<file path="src/rtl/sbw_pkg.sv">
package sbw_pkg;
  typedef enum logic [1:0] {
    SEL_DATA = 2'd0,
    SEL_ALO  = 2'd1,
    SEL_AHI  = 2'd2,
    SEL_NONE = 2'd3
  } sbw_sel_e;
endpackage

</file>
<file path="src/rtl/sbw_addr_regs.sv">
module sbw_addr_regs #(
  parameter int REG_W = 8,
  parameter int NREG  = 2,
  localparam int IDX_W = (NREG > 1) ? $clog2(NREG) : 1
) (
  input  logic                  clk,
  input  logic                  rst_n,
  input  logic                  wr_en,
  input  logic [IDX_W-1:0]      wr_idx,
  input  logic [REG_W-1:0]      wr_data,
  output logic [REG_W*NREG-1:0] addr_o
);
  for (genvar g = 0; g < NREG; g++) begin : g_reg
    logic [REG_W-1:0] q;
    always_ff @(posedge clk) begin
      if (!rst_n)                                 q <= '0;
      else if (wr_en && wr_idx == IDX_W'(g))      q <= wr_data;
    end
    assign addr_o[g*REG_W +: REG_W] = q;
  end

  AST_ADDR_HOLD: assert property (@(posedge clk) disable iff (!rst_n)
    !wr_en |=> $stable(addr_o));
endmodule

</file>
<file path="src/rtl/sbw_lane.sv">
module sbw_lane #(
  parameter int DATA_W = 32,
  parameter int BYTE_W = 8,
  localparam int LANES  = DATA_W / BYTE_W,
  localparam int LSEL_W = $clog2(LANES)
) (
  input  logic [DATA_W-1:0] latch_i,
  input  logic [LSEL_W-1:0] lane_i,
  input  logic [BYTE_W-1:0] wbyte_i,
  output logic [BYTE_W-1:0] rbyte_o,
  output logic [DATA_W-1:0] merged_o
);
  logic [LANES-1:0][BYTE_W-1:0] lanes;
  assign lanes   = latch_i;
  assign rbyte_o = lanes[lane_i];

  for (genvar g = 0; g < LANES; g++) begin : g_merge
    assign merged_o[g*BYTE_W +: BYTE_W] =
      (lane_i == LSEL_W'(g)) ? wbyte_i : latch_i[g*BYTE_W +: BYTE_W];
  end
endmodule

</file>
<file path="src/rtl/sbw_ctrl.sv">
module sbw_ctrl (
  input  logic clk,
  input  logic rst_n,
  input  logic slot_i,
  input  logic data_wr_i,
  output logic pending_o,
  output logic commit_o,
  output logic refresh_o
);
  logic pend_q;

  assign commit_o  = slot_i && pend_q;
  assign refresh_o = slot_i && !pend_q && !data_wr_i;
  assign pending_o = pend_q;

  always_ff @(posedge clk) begin
    if (!rst_n)        pend_q <= 1'b0;
    else if (commit_o) pend_q <= 1'b0;
    else if (data_wr_i) pend_q <= 1'b1;
  end

  AST_COMMIT_CLEARS: assert property (@(posedge clk) disable iff (!rst_n)
    (slot_i && pend_q) |=> !pend_q);
  AST_WRITE_SETS_PEND: assert property (@(posedge clk) disable iff (!rst_n)
    (data_wr_i && !(slot_i && pend_q)) |=> pend_q);
  AST_PEND_WAITS_SLOT: assert property (@(posedge clk) disable iff (!rst_n)
    (pend_q && !slot_i) |=> pend_q);
endmodule

</file>
<file path="src/rtl/sram_byte_window.sv">
module sram_byte_window
  import sbw_pkg::*;
#(
  parameter int DATA_W = 32,
  parameter int REG_W  = 8,
  parameter int NAREG  = 2,
  localparam int LANES  = DATA_W / REG_W,
  localparam int LSEL_W = $clog2(LANES),
  localparam int BADR_W = REG_W * NAREG,
  localparam int WADR_W = BADR_W - LSEL_W,
  localparam int IDX_W  = (NAREG > 1) ? $clog2(NAREG) : 1
) (
  input  logic              clk,
  input  logic              rst_n,
  input  logic              slot_i,
  input  logic              reg_wr_i,
  input  logic [1:0]        reg_sel_i,
  input  logic [REG_W-1:0]  reg_wdata_i,
  output logic [REG_W-1:0]  reg_rdata_o,
  output logic              mem_en_o,
  output logic              mem_we_o,
  output logic [WADR_W-1:0] mem_addr_o,
  output logic [DATA_W-1:0] mem_wdata_o,
  input  logic [DATA_W-1:0] mem_rdata_i
);
  sbw_sel_e          sel;
  logic              data_wr, addr_wr;
  logic [IDX_W-1:0]  addr_idx;
  logic [BADR_W-1:0] byte_addr;
  logic [DATA_W-1:0] latch_q, merged;
  logic [REG_W-1:0]  lane_byte;
  logic              pending, commit, refresh;

  assign sel      = sbw_sel_e'(reg_sel_i);
  assign data_wr  = reg_wr_i && (sel == SEL_DATA);
  assign addr_wr  = reg_wr_i && (sel == SEL_ALO || sel == SEL_AHI);
  assign addr_idx = (sel == SEL_AHI) ? IDX_W'(1) : IDX_W'(0);

  sbw_addr_regs #(.REG_W(REG_W), .NREG(NAREG)) u_addr (
    .clk     (clk),
    .rst_n   (rst_n),
    .wr_en   (addr_wr),
    .wr_idx  (addr_idx),
    .wr_data (reg_wdata_i),
    .addr_o  (byte_addr)
  );

  sbw_lane #(.DATA_W(DATA_W), .BYTE_W(REG_W)) u_lane (
    .latch_i  (latch_q),
    .lane_i   (byte_addr[LSEL_W-1:0]),
    .wbyte_i  (reg_wdata_i),
    .rbyte_o  (lane_byte),
    .merged_o (merged)
  );

  sbw_ctrl u_ctrl (
    .clk       (clk),
    .rst_n     (rst_n),
    .slot_i    (slot_i),
    .data_wr_i (data_wr),
    .pending_o (pending),
    .commit_o  (commit),
    .refresh_o (refresh)
  );

  always_ff @(posedge clk) begin
    if (!rst_n)       latch_q <= '0;
    else if (data_wr) latch_q <= merged;
    else if (refresh) latch_q <= mem_rdata_i;
  end

  assign mem_en_o    = slot_i;
  assign mem_we_o    = commit;
  assign mem_addr_o  = byte_addr[BADR_W-1:LSEL_W];
  assign mem_wdata_o = data_wr ? merged : latch_q;

  always_comb begin
    case (sel)
      SEL_DATA: reg_rdata_o = lane_byte;
      SEL_ALO:  reg_rdata_o = byte_addr[REG_W-1:0];
      SEL_AHI:  reg_rdata_o = byte_addr[2*REG_W-1:REG_W];
      default:  reg_rdata_o = '0;
    endcase
  end

  AST_REFRESH_LOAD: assert property (@(posedge clk) disable iff (!rst_n)
    (slot_i && !pending && !data_wr) |=> latch_q == $past(mem_rdata_i));
  AST_LATCH_HOLD: assert property (@(posedge clk) disable iff (!rst_n)
    (pending && !data_wr) |=> $stable(latch_q));
  AST_WE_IN_SLOT: assert property (@(posedge clk) disable iff (!rst_n)
    mem_we_o |-> (mem_en_o && slot_i));
endmodule

</file>
<file path="config.mk">
export PLATFORM = sky130hd
export DESIGN_NAME = sram_byte_window
export DESIGN_NICKNAME = d
export VERILOG_FILES = /design/src/rtl/sbw_pkg.sv /design/src/rtl/sbw_addr_regs.sv /design/src/rtl/sbw_lane.sv /design/src/rtl/sbw_ctrl.sv /design/src/rtl/sram_byte_window.sv
export SDC_FILE = /design/constraint.sdc
export NUM_CORES = 1
export LEC_CHECK = 0
export CORE_MARGIN = 2
export CORE_UTILIZATION = 45
export DETAILED_ROUTE_END_ITERATION = 10
export DONT_BUFFER_PORTS = 1
export GPL_TIMING_DRIVEN = 0
export PLACE_DENSITY = 0.63
export RECOVER_POWER = 25
export SLEW_MARGIN = 20
export SYNTH_ARGS = -nofsm -noshare
export SYNTH_HDL_FRONTEND = slang
export SYNTH_SLANG_ARGS = --single-unit
</file>
<file path="constraint.sdc">
create_clock -name clk -period 2.7 [get_ports clk]
set_clock_uncertainty 0.1 [all_clocks]
set_input_delay 0 -clock clk [delete_from_list [all_inputs] [get_ports clk]]
set_output_delay 0 -clock clk [all_outputs]
set_load 0.01 [all_outputs]
</file>
* After elaboration in Yosys (flattened, before gate mapping)
Cells that the tools add are included.
** Operators by class
- Reductions and logical operators :: 14
- Equal/unequal tests :: 5
- Magnitude comparators :: 1
- Mux-type cells :: 11
- Bitwise logic cells :: 2
** Operators with widths (number)
- 2-to-1 mux 32 bit :: 3
- 2-to-1 mux 8 bit :: 5
- one-hot mux 8 bit (3 select lines) :: 1
- binary-select mux 8 bit (select 2 bit) :: 1
- logical AND 1 bit :: 7
- equality test 2 bit (second input constant) :: 3
- equality test 2 x 1 -> 1 bit (second input constant) :: 2
- zero test 2 bit :: 2
- < comparator 2 x 3 -> 1 bit (second input constant) :: 1
- zero test 1 bit :: 2
- inverter 1 bit :: 2
- nonzero test 2 bit :: 1
- OR reduction 2 bit :: 1
- logical OR 1 bit :: 1
- 2-to-1 mux 1 bit :: 1
** Storage, ports and cells
- Register bits :: 49
- Output and inout port bits :: 56
- Logic and storage cells :: 37
- Input port bits :: 46

* Longest topological paths before layout
Gate-level depths: netlist of run 1.
- Depth in word-level cells :: 6
- Gate-level depth with buffers :: 8
- Mapped depth without buffers :: 6

* Modules after synthesis
From an unflattened synthesis of run 1, not the netlist that was laid out.
** Unflattened totals
- Cell total of the unflattened synthesis :: 325
- Area total of the unflattened synthesis :: 3652.3 um^2
** Modules (own cells, without submodules)
- sram_byte_window :: cells each 210, instances 1, area each 2331.0 um^2, seq. area each 640.6 um^2
- sbw_lane :: cells each 48, instances 1, area each 655.6 um^2, seq. area each 0.0 um^2
- sbw_addr_regs :: cells each 62, instances 1, area each 620.6 um^2, seq. area each 320.3 um^2
- sbw_ctrl :: cells each 5, instances 1, area each 45.0 um^2, seq. area each 20.0 um^2

* Worst setup path after synthesis of run 1
Ideal clock, no wire load.
- Path type :: register -> register
- Start point :: register u_addr.g_reg[0].q[0]
- End point :: register latch_q[7]
- Clock period less this slack :: 1608 ps
- Stages on the path, launching flop included :: 6
- Library setup time :: 125 ps
- Arrival time :: 1382 ps
- Data required time :: 2475 ps
- Setup slack :: 1092 ps
- Path buffers :: 1
- Cell sequence :: dfxtp_1 buf_6 nor2_2 mux2_2 a222oi_1 nor2b_1
** On the way
- Cells in the longest elaborated chain, start to end :: 3
** RTL lines
- start, declared :: RTL line sbw_addr_regs.sv:14 : logic [REG_W-1:0] q;
- start signal, assigned :: RTL line sbw_addr_regs.sv:17 : else if (wr_en && wr_idx == IDX_W'(g)) q <= wr_data;
- zero test 2 bit :: RTL line sbw_lane.sv:19 : (lane_i == LSEL_W'(g)) ? wbyte_i : latch_i[g*BYTE_W +: BYTE_W];
- 2-to-1 mux 8 bit :: RTL line sbw_lane.sv:19
- 2-to-1 mux 32 bit :: RTL line sram_byte_window.sv:68 : else if (data_wr) latch_q <= merged;
- end signal, assigned :: RTL line sram_byte_window.sv:68
- end signal, assigned :: RTL line sram_byte_window.sv:69 : else if (refresh) latch_q <= mem_rdata_i;
- end, declared :: RTL line sram_byte_window.sv:30 : logic [DATA_W-1:0] latch_q, merged;
Every way passes these cells.
A chain may end at the register's enable or synchronous reset.

* Final worst setup path of run 1
- Start point :: register u_ctrl.pend_q (netlist: u_ctrl.pending_o)
- End point :: register latch_q[31]
** On the way
- Cells in the longest elaborated chain, start to end :: 4
** RTL lines
- start, declared :: RTL line sbw_ctrl.sv:10 : logic pend_q;
- start signal, assigned :: RTL line sbw_ctrl.sv:17 : if (!rst_n) pend_q <= 1'b0;
- start signal, assigned :: RTL line sbw_ctrl.sv:18 : else if (commit_o) pend_q <= 1'b0;
- start signal, assigned :: RTL line sbw_ctrl.sv:19 : else if (data_wr_i) pend_q <= 1'b1;
- zero test 1 bit :: RTL line sbw_ctrl.sv:13 : assign refresh_o = slot_i && !pend_q && !data_wr_i;
- logical AND 1 bit (2 in series) :: RTL line sbw_ctrl.sv:13
- nonzero test 2 bit (no line)
Every way passes these cells.

==> run metrics, run 1 <==
result of the run finished, final reports clean; global-route wire length before repair 14.82 mm; clock tree from TritonCTS done; Post-Synthesis Cells 328; max-cap viol count 0; placed cell areas 3413 sq um; Critical Path End Type register; # IOs 102; fraction of layout cells with a size suffix above 1 20.16%; total leakage power 1.491 nW; CP top delay family buffers and inverters; WP data required 2810 ps; initial antenna violation count 0; number of inserted filler cells in the final layout 684; routed wire length 10.06 mm; number of design rule violations left after detail routing 0; startpoint type of the worst setup path register; library cell contributing the largest single delay on the critical path sky130_fd_sc_hd__dlygate4sd3_1; number of antenna repair diodes 0; post-route fraction of the period consumed by the critical path 80.70%; fin cells 471; Pwr per Cell Area 450.6 nW/um^2; average vias per placed instance 5.983; synth unique cells 31; number of pins with negative max-slew slack in the final report 0; post-layout power 1.720 mW; Synth warnings 0; clk slew on worst S/H paths 100 ps; sequential cell area in the final layout 980.9 sq um; global-route usage over all layers 24.76%; total half-perimeter wirelength after legalization and detailed placement 7.138 mm; initial standard-cell utilization of the core 45.84%; biggest area consumer among synthesized cells sky130_fd_sc_hd__dfxtp_1; maximum level of the CTS H-tree 2; post-route minimum period 2179 ps; Num CTS Buffers 5; clk buf depth 2; worst path arrival time 2290 ps; maximum VDD drop 0.0001995 V; synthesized area divided by synthesized cell count 10.03 sq um; final hold violation count 0; number of rows created at floorplan 31; full die area 8009 sq um; total setup violations reported at the end of the flow 0; RSZ-0062 raised after global routing no; critical path fanouts, max 10; post-synthesis to final-layout area growth 16.01%; relative slew slack 50.63%; Max stage delay on crit path 560 ps; total vias in the final route 2818; Die H 89.50 microns; critical path start-end classification register to register; routed len/inst 21.37 microns; Syn Nets 378; summed instance area of the synthesized netlist 3289 sq um; number of storage elements in the synthesis netlist 49; Detailed Route Iter0 Violations 285; clock tree root buffer cell sky130_fd_sc_hd__clkbuf_8; Post-CTS Setup Bufs 0; cell count after placement 427; remaining number of nets flagged by the antenna check after routing 0; area share of the leading cell type in the synthesized netlist 29.82%; synth top area cells sky130_fd_sc_hd__dfxtp_1 (30%), sky130_fd_sc_hd__mux2_2 (16%), sky130_fd_sc_hd__mux2i_1 (9.7%); setup total negative slack 0 ps; number of detailed-route iterations in the first pass 6; Floorplan Core Area 7176 sq um; sequential element share of the synthesized area 29.82%; CP cell instances nand2b_1 > and2_1 > clkbuf_1 > buf_2 > o21ai_1 > dlygate4sd3_1 > o21a_1; Net count, final 421; number of instances resized during post-cts repair 0; number of global-route vias before repair 2612; slew at the pin closest to its max-slew limit 740.6 ps; post-route core utilization 53.18%; Clock Latency Late Sink 300 ps; largest net degree at the start of global routing 15; Max Freq 458.9 MHz; total congestion overflow after global routing 0; width of the die 89.50 microns; hold_buf cts 36; Non-Filler Cell Area, Final 3816 sq um; count of buffering cells on the critical path with inverters included 3; area of the multi-input gates 2011 sq um; routability congestion estimate 0.8806; clock net sink count 49; type of the most critical hold path primary input to register; number of input and output port buffers inserted 0
## synth_stat cells
| cell | n |
|---|---|
| sky130_fd_sc_hd__nand3b_1 | 2 |
| sky130_fd_sc_hd__nor3b_1 | 1 |
| sky130_fd_sc_hd__nand2b_1 | 1 |
| sky130_fd_sc_hd__buf_4 | 15 |
| sky130_fd_sc_hd__ha_1 | 4 |
| sky130_fd_sc_hd__o22a_1 | 8 |
| sky130_fd_sc_hd__buf_1 | 2 |
| sky130_fd_sc_hd__a21oi_1 | 1 |
| sky130_fd_sc_hd__nor2_2 | 1 |
| sky130_fd_sc_hd__mux2_1 | 16 |
| sky130_fd_sc_hd__a21o_1 | 1 |
| sky130_fd_sc_hd__mux2_2 | 46 |
| sky130_fd_sc_hd__a222oi_1 | 31 |
| sky130_fd_sc_hd__buf_6 | 4 |
| sky130_fd_sc_hd__clkbuf_1 | 12 |
| sky130_fd_sc_hd__nor2_1 | 2 |
| sky130_fd_sc_hd__nand2_1 | 6 |
| sky130_fd_sc_hd__o21ai_1 | 1 |
| sky130_fd_sc_hd__or3b_1 | 1 |
| sky130_fd_sc_hd__dfxtp_1 | 49 |
| sky130_fd_sc_hd__inv_1 | 2 |
| sky130_fd_sc_hd__buf_2 | 16 |
| sky130_fd_sc_hd__a22oi_1 | 8 |
| sky130_fd_sc_hd__nor3_2 | 1 |
| sky130_fd_sc_hd__nor2b_1 | 48 |
| sky130_fd_sc_hd__o21ai_0 | 8 |
| sky130_fd_sc_hd__nand3_1 | 4 |
| sky130_fd_sc_hd__mux2i_1 | 32 |
| sky130_fd_sc_hd__nor2b_4 | 1 |
| sky130_fd_sc_hd__and2_1 | 3 |
| sky130_fd_sc_hd__o21a_1 | 1 |
## state kept, by name, summed over array words and instances, names as in the netlist
name	cells
u_addr.g.q	16
u_ctrl.pending_o	1
latch_q	32
## placed cells by master, fill, tap and decap left out, types with 4 or more instances in the layout
cell	instances
sky130_fd_sc_hd__a222oi_1	31
sky130_fd_sc_hd__clkbuf_8	7
sky130_fd_sc_hd__buf_6	4
sky130_fd_sc_hd__buf_2	14
sky130_fd_sc_hd__mux2i_1	32
sky130_fd_sc_hd__nor2b_1	48
sky130_fd_sc_hd__nand2_1	6
sky130_fd_sc_hd__mux2_2	46
sky130_fd_sc_hd__o22a_1	8
sky130_fd_sc_hd__clkbuf_1	29
sky130_fd_sc_hd__a22oi_1	8
sky130_fd_sc_hd__nand3_1	4
sky130_fd_sc_hd__o21ai_0	8
sky130_fd_sc_hd__mux2_1	16
sky130_fd_sc_hd__dlygate4sd3_1	36
sky130_fd_sc_hd__ha_1	4
sky130_fd_sc_hd__dfxtp_1	49
## path summary, 6_finish.rpt
check	start	to	slack, ps	cells past startpoint
max reg2reg	u_ctrl.pending_o$_SDFFE_PP0P_	latch_q[31]$_SDFFE_PN0P_	520	7
max	u_ctrl.pending_o$_SDFFE_PP0P_	latch_q[31]$_SDFFE_PN0P_	520	7
min	reg_wdata_i[6]	u_addr.g_reg[0].q[6]$_SDFFE_PN0P_	10	3
min reg2reg	u_ctrl.pending_o$_SDFFE_PP0P_	u_ctrl.pending_o$_SDFFE_PP0P_	420	2
## metal layers
metal,up-vias,track usage (%),part of all wire (%)
li1,1317,-,-
met1,1368,34.00,44
met2,121,38.92,47
met3,12,5.817,7.6
met4,0,6.784,1.6
met5,-,0,0
## worst min-delay path, cell delays in order
cell and delay [ps]:
sky130_fd_sc_hd__buf_2 180, sky130_fd_sc_hd__mux2i_1 150, sky130_fd_sc_hd__nor2b_1 50
## kinds of logic (layout without fill, tap and decap cells)
family	after synthesis	in the layout	share of synthesized area, %
AO/OA/AOI/OAI	59	59	15.37
adder cells (fa/ha/maj)	4	4	1.522
buffers and inverters	51	95	9.053
flip-flops	49	49	29.82
multiplexers	94	94	30.96
AND/OR/NAND/NOR	71	71	13.28
## power breakdown
part / switching [mW] / total (mW) / internal (mW)
logic: 0.219 / 0.423 / 0.204
clock network: 0.256 / 0.488 / 0.232
registers: 0.0438 / 0.809 / 0.765
total: 0.518 / 1.72 / 1.20
## stage by stage
step / setup slack [ps] / hold slack (ps)
floorplan: 1092 / -8.235
global placement: 922.2 / -4.890
detailed placement: 880.5 / -5.123
CTS: 543.6 / 3.154
global route: 412.1 / 14.59
finish: 521.0 / 14.72
## cell type report
class | count | share of cell area [%]
Timing Repair Buffer | 36 | 9.443
Clock buffer | 7 | 2.525
Sequential cell | 49 | 25.70
Tap cell | 99 | 3.246
Buffer | 49 | 6.066
Multi-Input combinational cell | 228 | 52.69
Clock inverter | 1 | 0.1311
Inverter | 2 | 0.1967
No activity file was read; power rests on OpenSTA's default activity.
==> run 2: changes to the inputs <==
- PLACE_DENSITY: 0.63 -> 0.65
- clock period: 2.7 -> 2 ns (I/O delays scaled with it)
==> run 2 against run 1 <==
Against the previous run:
- global-route usage shrank 0.28 points
- total power rose by 32%
- the flow now finishes with violations (hold timing)
- non-clock buffer count fell by 2
- combinational power up 34%
- worst setup slack got worse by 400 ps
- sequential cell count stayed put
- cell count shrank 0.64%
- count of clock-buffer cells in the layout did not move
==> run metrics, run 2 (synthesis results as in run 1) <==
CP cell instances buf_6 > or3b_1 > clkbuf_1 > o22a_1 > o21ai_0; commonest non-fill, non-tap cells in the layout sky130_fd_sc_hd__dfxtp_1 (49), sky130_fd_sc_hd__nor2b_1 (48), sky130_fd_sc_hd__mux2_2 (46); crit path from u_addr.g_reg[0].q[0]$_SDFFE_PN0P_; clk buf depth 2; worst hold slack across all endpoints -2.472 ps; fraction of layout cells with a size suffix above 1 20.05%; Non-Filler Cell Area, Final 3786 sq um; number of pins with negative max-slew slack in the final report 0; Final Worst Setup Slack 121.1 ps; global-route wire length before repair 14.49 mm; total vias in the final route 2829; maximum level of the CTS H-tree 2; max-cap viol count 0; post-route fraction of the period consumed by the critical path 93.95%; WL met2 4.803 mm; violations in the final reports hold timing; max reg flops 32; total half-perimeter wirelength after legalization and detailed placement 7.113 mm; startpoint type of the worst setup path register; number of antenna repair diodes 0; commonest non-fill, non-tap cell in the layout sky130_fd_sc_hd__dfxtp_1; Die H 89.50 microns; global-route usage over all layers 24.48%; final hold violation count 1; met3 wire len 686 microns; capturing point of the worst reg2reg path latch_q[4]$_SDFFE_PN0P_; post-route minimum period 1879 ps; number of rows created at floorplan 31; number of cells on the worst hold path 2; clock net sink count 49; total congestion overflow after global routing 0; WP data required 1900 ps; maximum VDD drop 0.0003479 V; Clock Latency Late Sink 300 ps; Critical Path End Type output pin; clk slew on worst S/H paths 90 ps; setup slack at placement 211.6 ps; number of global-route vias before repair 2597; routed wire length 10.03 mm; Reg with most FFs latch_q; number of input and output port buffers inserted 0; initial antenna violation count 0; Pwr per Cell Area 600.1 nW/um^2; Post-CTS Setup Bufs 0; clock tree root buffer cell sky130_fd_sc_hd__clkbuf_8; count of buffering cells on the critical path with inverters included 2; Max Freq 532.2 MHz; length in cells of the worst reg-to-reg path 5; Floorplan Core Area 7176 sq um; Detailed Route Iter0 Violations 258; library cell contributing the largest single delay on the critical path sky130_fd_sc_hd__or3b_1; total leakage power 1.471 nW; number of design rule violations left after detail routing 0; Worst R2R Setup Slack 180 ps; startpoint of the worst-slack reg-to-reg timing path u_addr.g_reg[0].q[0]$_SDFFE_PN0P_; placed cell areas 3413 sq um; result of the run finished, violations left; initial standard-cell utilization of the core 45.84%; critical path fanouts, max 10; depth of the critical timing path with buffers and inverters included 5; slew at the pin closest to its max-slew limit 691.0 ps; routability congestion estimate 0.8558; type of the most critical hold path primary input to register; total setup violations reported at the end of the flow 0; Critical Path Sink reg_rdata_o[3]; remaining number of nets flagged by the antenna check after routing 0; top routing layer in use met4; Max stage delay on crit path 360 ps; routed len/inst 21.44 microns; setup total negative slack 0 ps; post-synthesis to final-layout area growth 15.10%; worst path arrival time 1780 ps; width of the die 89.50 microns; full die area 8009 sq um; number of detailed-route iterations in the first pass 6; relative slew slack 53.93%; Num CTS Buffers 5; met1 wire length 4.400 mm; critical path start-end classification register to output pin; clock tree from TritonCTS done; RSZ-0062 raised after global routing no; # IOs 102; CP top delay family compound AO/OA/AOI/OAI gates; post-route core utilization 52.76%; average vias per placed instance 6.045; Net count, final 419; largest net degree at the start of global routing 14; post-layout power 2.272 mW
run 2: worst min-delay path by stage:
stage	slack, ps	start	end
floorplan	-8	slot_i	mem_en_o
global placement	-5	slot_i	mem_en_o
detailed placement	-7	slot_i	mem_en_o
CTS	1	reg_wdata_i[1]	u_addr.g_reg[1].q[1]$_SDFFE_PN0P_
global route	6	reg_wdata_i[2]	u_addr.g_reg[1].q[2]$_SDFFE_PN0P_
finish	-2	rst_n	latch_q[31]$_SDFFE_PN0P_
run 2: metrics by stage:
stage               instances  hold WS (ps)
finish                    468        -2.472
global route              468         5.995
floorplan                 328        -8.235
global placement          427        -5.421
detailed placement        427        -6.536
CTS                       468         1.007
run 2: report_power, final:
group	leakage (nW)	total [mW]	switching, mW	internal [mW]
registers	0.401	1.09	0.0589	1.03
logic	1.03	0.566	0.294	0.272
clock network	0.0443	0.614	0.338	0.276
run 2: area by class of cell:
class	instances	area, sq um
Buffer	49	231.5
Clock buffer	7	86.33
Fill cell	722	3390
Inverter	2	7.507
Multi-Input combinational cell	228	2016
Sequential cell	49	980.9
Tap cell	99	123.9
Timing Repair Buffer	34	340.3
run 2: layer usage:
metal	track usage, %	vias up
met1	33.45	1391
met4	6.513	0
li1	-	1300
met3	5.540	13
met2	38.99	125
met5	0	-
run 2: timing repair:
item | 4_1_cts | 5_1_grt
hold buffers | 34 | 0
endpoints found under the setup margin | 0 | 7
gates resized for setup | 0 | 1
endpoints found under the hold margin | 36 | 0
==> run 3: changes to the inputs <==
- CTS_BUF_LIST: unset -> sky130_fd_sc_hd__clkbuf_4 sky130_fd_sc_hd__clkbuf_8 sky130_fd_sc_hd__clkbuf_16
==> run 3 against run 2 <==
Against the previous run:
- the flow still finishes with violations (hold timing)
- wire length shrank 0.11%
- core utilization up 0.052 points
- hold slack got worse by 1.5 ps
- worst setup slack better by 1.4 ps
- maximum frequency hardly changed
- cell area about the same
- cell count unchanged
- total power increased by 0.76%
- sequential share of layout area is essentially flat
- first-iteration DRC count is 11% higher
- sequential power about the same
- highest routed layer unchanged
==> run metrics, run 3 (synthesis results as in run 1) <==
total leakage power 1.475 nW; post-synthesis to final-layout area growth 15.21%; number of antenna repair diodes 0; post-route core utilization 52.82%; switching share of power 30.36%; startpoint type of the worst setup path register; cell count after placement 427; Die H 89.50 microns; critical path start-end classification register to output pin; placed cell areas 3413 sq um; fin cells 468; setup slack at placement 211.6 ps; RSZ-0062 raised after global routing no; global-route wire length before repair 14.46 mm; # IOs 102; commonest non-fill, non-tap cell in the layout sky130_fd_sc_hd__dfxtp_1; Net count, final 419; worst path arrival time 1780 ps; Reg with most FFs latch_q; number of global-route vias before repair 2592; fraction of layout cells with a size suffix above 1 20.33%; clock net sink count 49; maximum level of the CTS H-tree 2; Worst R2R Setup Slack 180 ps; violations in the final reports hold timing; width of the die 89.50 microns; number of pins with negative max-slew slack in the final report 0; clk slew on worst S/H paths 90 ps; post-route minimum period 1878 ps; initial standard-cell utilization of the core 45.84%; Detailed Route Iter0 Violations 286; total setup violations reported at the end of the flow 0; proportion of power drawn by combinational gates 24.7%; number of detailed-route iterations in the first pass 6; result of the run finished, violations left; maximum VDD drop 0.0003478 V; remaining number of nets flagged by the antenna check after routing 0; Final Worst Setup Slack 122.4 ps; largest net degree at the start of global routing 14; Post-CTS Setup Bufs 0; Clock Latency Late Sink 300 ps; Critical Path End Type output pin; clock tree from TritonCTS done; number of inserted filler cells in the final layout 720; total congestion overflow after global routing 0; Num CTS Buffers 5; Pwr per Cell Area 604.1 nW/um^2; final hold violation count 1; average vias per placed instance 6.013; global-route usage over all layers 24.40%; total half-perimeter wirelength after legalization and detailed placement 7.113 mm; power dissipated by switching net loads 0.6952 mW; number of input and output port buffers inserted 0; post-layout power 2.289 mW; commonest non-fill, non-tap cells in the layout sky130_fd_sc_hd__dfxtp_1 (49), sky130_fd_sc_hd__nor2b_1 (48), sky130_fd_sc_hd__mux2_2 (46); initial antenna violation count 0; relative slew slack 54.39%; Non-Filler Cell Area, Final 3790 sq um; clk buf depth 2; total vias in the final route 2814; worst hold slack across all endpoints -3.944 ps; clock tree root buffer cell sky130_fd_sc_hd__clkbuf_8; slew at the pin closest to its max-slew limit 684.1 ps; clock power share 27.6%; routability congestion estimate 0.8558; post-route fraction of the period consumed by the critical path 93.88%; max-cap viol count 0; setup total negative slack 0 ps; routed len/inst 21.41 microns; max reg flops 32; Floorplan Core Area 7176 sq um; number of rows created at floorplan 31; type of the most critical hold path primary input to register; register share of total power 47.7%; full die area 8009 sq um; WP data required 1900 ps; Max Freq 532.6 MHz; routed wire length 10.02 mm; internal power 1.594 mW; number of design rule violations left after detail routing 0; critical path fanouts, max 10
## run 3: cell counts in the layout (fill, tap and decap cells not counted)
Identical to the previous run, type by type.
## run 3: repair_timing
action / in CTS / in global routing
endpoints found under the hold margin: 36 / 0
hold buffers: 34 / 0
resized for setup: 0 / 1
endpoints found under the setup margin: 0 / 7
## run 3: layout make-up
type                       count  area (sq um)  share of cell area, %
buffer                        49         231.5                  6.108
clock buffer                   7         90.09                  2.377
inverter                       2         7.507                 0.1981
multi-input combinational    228          2016                  53.19
sequential                    49         980.9                  25.88
tap                           99         123.9                  3.268
timing repair buffer          34         340.3                  8.980
## run 3: worst paths after layout
check | endpoint | cells after the start | startpoint
setup reg to reg | latch_q[4]$_SDFFE_PN0P_ | 5 | u_addr.g_reg[0].q[0]$_SDFFE_PN0P_
hold / removal | latch_q[31]$_SDFFE_PN0P_ | 2 | rst_n
hold reg to reg | u_ctrl.pending_o$_SDFFE_PP0P_ | 2 | u_ctrl.pending_o$_SDFFE_PP0P_
setup / recovery | reg_rdata_o[3] | 5 | u_addr.g_reg[0].q[0]$_SDFFE_PN0P_
## run 3: power groups by stage
stage	combinational, mW	sequential, mW	clock [mW]
final	0.566	1.09	0.631
after global routing	0.608	1.10	0.675
after CTS	0.571	1.09	0.641
after detailed placement	0.512	1.11	0
after global placement	0.505	1.11	0
after floorplan	0.415	1.09	0
## run 3: critical path: stages, from the launching register on
cell                       delay [ps]
sky130_fd_sc_hd__dfxtp_1          330
sky130_fd_sc_hd__buf_6            140
sky130_fd_sc_hd__or3b_1           360
sky130_fd_sc_hd__clkbuf_1         200
sky130_fd_sc_hd__o22a_1           240
sky130_fd_sc_hd__o21ai_0          200
## run 3: per-layer routing
| layer | up-vias | wire [microns] | global-route usage (%) |
|---|---|---|---|
| li1 | 1300 | - | - |
| met1 | 1377 | 4420 | 33.50 |
| met2 | 124 | 4727 | 38.65 |
| met3 | 13 | 731 | 5.540 |
| met4 | 0 | 144 | 6.513 |
| met5 | - | 0 | 0 |
